### config.mk
export PLATFORM = sky130hd
export DESIGN_NAME = pwrdn_wake_ctrl
export DESIGN_NICKNAME = d
export VERILOG_FILES = /design/src/rtl/pwrdn_pkg.sv /design/src/rtl/pwk_sync.sv /design/src/rtl/pwk_pin_qual.sv /design/src/rtl/pwrdn_wake_ctrl.sv
export SDC_FILE = /design/constraint.sdc
export NUM_CORES = 1
export LEC_CHECK = 0
export ABC_AREA = 0
export BUFFER_PORTS_ARGS = -buffer_cell sky130_fd_sc_hd__buf_2
export CAP_MARGIN = 30
export CORE_UTILIZATION = 55
export DETAILED_ROUTE_END_ITERATION = 8
export PLACE_DENSITY = 0.8
export SYNTH_ARGS = -nofsm -noshare
export SYNTH_HDL_FRONTEND = slang
export SYNTH_HIERARCHICAL = 1
export SYNTH_SLANG_ARGS = --single-unit
### constraint.sdc
create_clock -name clk -period 3.89 [get_ports clk]
set_input_delay 0.1945 -clock clk [delete_from_list [all_inputs] [get_ports clk]]
set_output_delay 0.1945 -clock clk [all_outputs]
set_load 0.01 [all_outputs]
### src/rtl/pwrdn_pkg.sv
// Shared constants and types for the keyed shutdown / wake-up controller.
package pwrdn_pkg;
    // Password that a shutdown command must carry.
    localparam logic [7:0] KEY_VAL = 8'hA5;

    // Per-pin transition selection; bit 0 = rising, bit 1 = falling.
    typedef enum logic [1:0] {
        DET_NONE = 2'b00,
        DET_RISE = 2'b01,
        DET_FALL = 2'b10,
        DET_ANY  = 2'b11
    } det_mode_e;
endpackage

### src/rtl/pwk_sync.sv
// Two-stage resynchroniser for a vector of asynchronous inputs.
// Assumes each bit is an independent level signal; reset loads RST_VAL
// into both stages so that a quiet input produces no edge after reset.
module pwk_sync #(
    parameter int           W       = 1,
    parameter logic [W-1:0] RST_VAL = '0
) (
    input  logic         clk,
    input  logic         rst_n,
    input  logic [W-1:0] d,
    output logic [W-1:0] q
);
    logic [W-1:0] stage1;

    // Shift the inputs through two flops.
    always_ff @(posedge clk) begin
        if (!rst_n) begin
            stage1 <= RST_VAL;
            q      <= RST_VAL;
        end else begin
            stage1 <= d;
            q      <= stage1;
        end
    end
endmodule

### src/rtl/pwk_pin_qual.sv
// Transition detector with debounce for one wake-up pin.
// Assumes lvl is already synchronised. A transition selected by mode arms a
// down-counter of 16*count-1; the event fires when the counter reaches zero
// while the pin still holds the new level. count = 0 fires on the transition.
// Leaving the level disarms the counter; the next qualifying transition
// restarts it from the full value.
module pwk_pin_qual #(
    parameter int CNT_W = 4
) (
    input  logic             clk,
    input  logic             rst_n,
    input  logic             lvl,
    input  logic [1:0]       mode,
    input  logic [CNT_W-1:0] count,
    output logic             ev
);
    localparam int REM_W = CNT_W + 4;

    logic             prev;
    logic             armed;
    logic             target;
    logic [REM_W-1:0] rem;
    logic             qual;

    // Decide whether this cycle's transition is one that mode selects.
    always_comb begin
        qual = (mode[0] & lvl & ~prev) | (mode[1] & ~lvl & prev);
        ev   = (qual && count == '0) ||
               (armed && lvl == target && rem == '0 && mode != 2'b00);
    end

    // Track the previous level and run the debounce counter.
    always_ff @(posedge clk) begin
        if (!rst_n) begin
            prev   <= 1'b0;
            armed  <= 1'b0;
            target <= 1'b0;
            rem    <= '0;
        end else begin
            prev <= lvl;
            if (qual) begin
                armed  <= (count != '0);
                target <= lvl;
                rem    <= {count, 4'h0} - REM_W'(1);
            end else if (armed) begin
                if (lvl != target || rem == '0 || mode == 2'b00)
                    armed <= 1'b0;
                else
                    rem <= rem - REM_W'(1);
            end
        end
    end
endmodule

### src/rtl/pwrdn_wake_ctrl.sv
// Keyed shutdown and wake-up controller.
// Assumes clk is the always-on slow clock and every pin input is asynchronous.
// shdw is the registered shutdown state gated by fwake_n, so a forced wake-up
// takes effect even when clk is stopped. A wake event always beats a
// shutdown command in the same cycle.
module pwrdn_wake_ctrl #(
    parameter int   NPIN   = 2,
    parameter int   CNT_W  = 4,
    localparam int  MODE_W = NPIN * (2 + CNT_W) + 1
) (
    input  logic              clk,
    input  logic              rst_n,
    input  logic              cmd_wr,
    input  logic [7:0]        cmd_key,
    input  logic              cmd_off,
    input  logic              mode_wr,
    input  logic [MODE_W-1:0] mode_wdata,
    output logic [MODE_W-1:0] mode_q,
    input  logic              stat_rd,
    output logic [NPIN+1:0]   stat_q,
    input  logic [NPIN-1:0]   wk_pin,
    input  logic              alarm_in,
    input  logic              fwake_n,
    output logic              shdw
);
    import pwrdn_pkg::*;

    localparam int SRC_W = NPIN + 2;
    localparam int CNT_LO = 2 * NPIN;
    localparam logic [MODE_W-1:0] MODE_RST =
        {{(MODE_W - 2 * NPIN){1'b0}}, {(2 * NPIN){1'b1}}};
    localparam logic [SRC_W-1:0] SYNC_RST = {1'b1, 1'b0, {NPIN{1'b0}}};

    logic [SRC_W-1:0] sy;
    logic             alm_prev;
    logic [SRC_W-1:0] wake_ev;
    logic             cmd_ok;
    logic             shdw_q;

    // Resynchronise pins, alarm and forced-wake.
    pwk_sync #(.W(SRC_W), .RST_VAL(SYNC_RST)) u_sync (
        .clk   (clk),
        .rst_n (rst_n),
        .d     ({fwake_n, alarm_in, wk_pin}),
        .q     (sy)
    );

    // One qualifier per wake-up pin.
    for (genvar i = 0; i < NPIN; i++) begin : g_pin
        pwk_pin_qual #(.CNT_W(CNT_W)) u_qual (
            .clk   (clk),
            .rst_n (rst_n),
            .lvl   (sy[i]),
            .mode  (mode_q[2*i +: 2]),
            .count (mode_q[CNT_LO + i*CNT_W +: CNT_W]),
            .ev    (wake_ev[i])
        );
    end

    // Alarm edge, forced-wake level and password check.
    always_comb begin
        wake_ev[NPIN]   = mode_q[MODE_W-1] & sy[NPIN] & ~alm_prev;
        wake_ev[NPIN+1] = ~sy[NPIN+1];
        cmd_ok          = cmd_wr && (cmd_key == KEY_VAL) && cmd_off;
        shdw            = shdw_q & fwake_n;
    end

    // Alarm history, configuration, shutdown state and status flags.
    always_ff @(posedge clk) begin
        if (!rst_n) begin
            alm_prev <= 1'b0;
            mode_q   <= MODE_RST;
            shdw_q   <= 1'b0;
            stat_q   <= '0;
        end else begin
            alm_prev <= sy[NPIN];
            if (mode_wr)
                mode_q <= mode_wdata;
            if (|wake_ev)
                shdw_q <= 1'b0;
            else if (cmd_ok)
                shdw_q <= 1'b1;
            stat_q <= (stat_rd ? '0 : stat_q) | wake_ev;
        end
    end
endmodule

==> summary.txt <==
# resized after CTS -> 0
Buf/Inv on CP -> 0
Post-synth EDFFs -> 0
WP data arrival -> 2.20 ns
Critical path class -> flip-flop to flip-flop
Critical Path Sink Type -> flip-flop
Sw Ratio -> 28.9%
Final setup viols -> 0
Clock power frac -> 27.0%
Clock sink count -> 49
YS warnings -> 6
Mean Syn Cell Area -> 9.47 µm²
Setup crit start -> g_pin[1].u_qual/rem[2]
P_int -> 752 µW
DR pass1 iterations -> 4
Layout Skew -> 0.00723 ns
CTS Buf Count -> 5
Setup total negative slack -> 0 ns
Total number of vias -> 1925
Comb pwr share -> 19.6%
Diodes inserted -> 0
Cells after Synth -> 245
Status -> finished, final reports clean
Commonest non-fill, non-tap cell in the layout -> dfxtp_1
Measured slew at the worst slew-check pin -> 0.685 ns
VDD IR max -> 0.316 mV
CTS H-tree lvls -> 2
Wirelength per Cell -> 13.3 µm
Fin util -> 65.7%
Die X -> 66.9 µm
Netlist Area Pre-Place -> 2320 µm²
Worst min path class -> input pin to flip-flop
Bufs on Longest Clock Path -> 2
Relative slew slack -> 54.4%
Final period util -> 50.5%
Synth Register Bits -> 49
Die area -> 4480 µm²
Fin crit period -> 1.96 ns
Leakage -> 1.16 nW
I/O Buffers -> 48
Post-route ant nets -> 0
DP Cell Count -> 334
Critical path peak fanout -> 7
Post-CTS Setup Bufs -> 0
Core area -> 4030 µm²
Fillers -> 357
Top Family by Delay on Critical Path -> simple AND/OR/NAND/NOR gates
CP Cell Sequence -> or4_1 > or4_1 > or4_1 > a31oi_1
Seq/Total Area, Yosys -> 42.3%
GRT Residual Overflow -> 0
Pwr Total -> 1.06 mW
Post-route DRC violation count -> 0
Final HPWL DP -> 3.21 mm
Via/cell ratio -> 5.61
Post-synth top flop -> dfxtp_1
Psw -> 305 µW
Unrepaired setup endpoints after global routing -> false
Initial Util -> 57.6%
CTS clk-pin slew, worst paths -> 0.08 ns
Register Area -> 981 µm²
Die H -> 66.9 µm
GP Congestion -> 0.823
Most frequent cells in the layout -> 49 x dfxtp_1, 48 x buf_2, 17 x nand2_1, 14 x nor2b_1
Max-cap viol count -> 0
Area growth, synth to finish -> 14.0%
R2R Path Start -> g_pin[1].u_qual/rem[2]
Layout cell share with drive strength beyond 1 -> 21.8%
Final wirelength -> 4.55 mm
Layout net count -> 331
Initial DRC count -> 89
Top achievable clock speed -> 509 MHz
Max incr delay on CP -> 0.56 ns
First-pass GRT wire length -> 7.29 mm
Area of the multi-input gates -> 1230 µm²
Post-synthesis async set-or-reset flop share -> 0%
PwrDens -> 400 nW/µm²
CP Launch Type -> flip-flop
CP most frequent cell -> or4_1
CTS tree -> yes
Final Instance Count excl. Fillers -> 343
Initial antenna violation count -> 0
Sequential share of power -> 53.4%
Cell Rows -> 23
Cell with the biggest individual delay on the critical path -> or4_1
Hold_buf cts -> 0
Clock latency on the worst-skew pair -> 0.30 ns
I/O pin cnt -> 49
Placed standard-cell area -> 2550 µm²
Worst Hold Launch -> fwake_n
Final hold violation count -> 0
Tot GR Track Use -> 21.9%
Pins over their slew limit -> 0
Critical Path RT -> 4.12 ns
Syn nets -> 284
Largest net degree at the start of global routing -> 46
Number of global-route vias before repair -> 1665
Netlist cell types -> 46
Post-route cell area -> 2650 µm²
Root Buffer -> clkbuf_8
[cell usage after synthesis, drive strengths merged (6+ instances only)]
| library cell | count | share of area [%] |
|---|---|---|
| or4 | 6 | 2.0 |
| and2 | 11 | 3.0 |
| or3 | 6 | 1.7 |
| a31oi | 7 | 1.9 |
| dfxtp | 49 | 42 |
| nor4 | 7 | 1.9 |
| mux2i | 13 | 5.6 |
| inv | 11 | 1.8 |
| nor2b | 14 | 3.8 |
| nand2 | 17 | 2.8 |
| o31a | 7 | 2.6 |
| buf | 6 | 2.4 |
| nor2 | 7 | 1.1 |
| o21ai | 14 | 3.0 |
| ha | 8 | 4.3 |
[per-layer routing]
| metal | vias to the layer above | track usage [%] | routed length [µm] | part of all wire [%] |
|---|---|---|---|---|
| met2 | 39 | 36.2 | 2140 | 47 |
| met3 | 5 | 6.16 | 192 | 4.2 |
| met4 | 0 | 7.98 | 70 | 1.5 |
| met5 | - | 0 | 0 | 0 |
| met1 | 891 | 26.7 | 2140 | 47 |
| li1 | 990 | - | - | - |
[logic make-up after synthesis]
family,after synthesis,synth area share [%]
AND/OR/NAND/NOR,96,24.3
AO/OA/AOI/OAI,53,16.6
flip-flops,49,42.3
buffers and inverters,20,4.69
multiplexers,13,5.61
adder cells (fa/ha/maj),8,4.32
XOR/XNOR,6,2.27
[flip-flops by register name, summed over array words and instances (netlist names)]
register             flops
u_sync/stage1            4
g_pin.u_qual/rem        16
g_pin.u_qual/armed       2
stat_q                   4
mode_q                  13
alm_prev                 1
u_sync/q                 4
shdw_q                   1
g_pin.u_qual/target      2
g_pin.u_qual/prev        2
[worst register-to-register path: cells and delay by family, from the launching register on]
family	cells	cell delay [ns]
flops	1	0.36
simple gates	3	1.39
compound gates	1	0.16
[path summary, 6_finish.rpt]
kind                                 end  slack (ns)  cells past startpoint
setup reg to reg  g_pin[1].u_qual/rem[7]        1.93                      4
hold reg to reg              u_sync/q[3]        0.42                      1
setup / recovery  g_pin[1].u_qual/rem[7]        1.93                      4
hold / removal          u_sync/stage1[3]        0.09                      2
[power groups by stage]
stage	Clock [mW]	Sequential [mW]	Combinational [mW]
floorplan	0	0.574	0.152
global placement	0	0.574	0.199
detailed placement	0	0.575	0.205
CTS	0.299	0.564	0.206
global route	0.318	0.570	0.232
finish	0.286	0.565	0.207
[cell type report]
class,instances,area share [%]
Sequential cell,49,37.1
Tap cell,50,2.37
Multi-Input combinational cell,176,46.5
Clock inverter,2,0.378
Inverter,11,1.56
Timing Repair Buffer,49,9.37
Clock buffer,6,2.74
[stage by stage]
step | setup slack [ns] | hold slack [ns]
6_report | 1.93 | 0.0863
5_1_grt | 1.85 | 0.0764
2_1_floorplan | 2.02 | 0.268
3_3_place_gp | 1.98 | 0.383
4_1_cts | 1.90 | 0.0752
3_5_place_dp | 1.92 | 0.393
(Power assumes the default switching activity.)
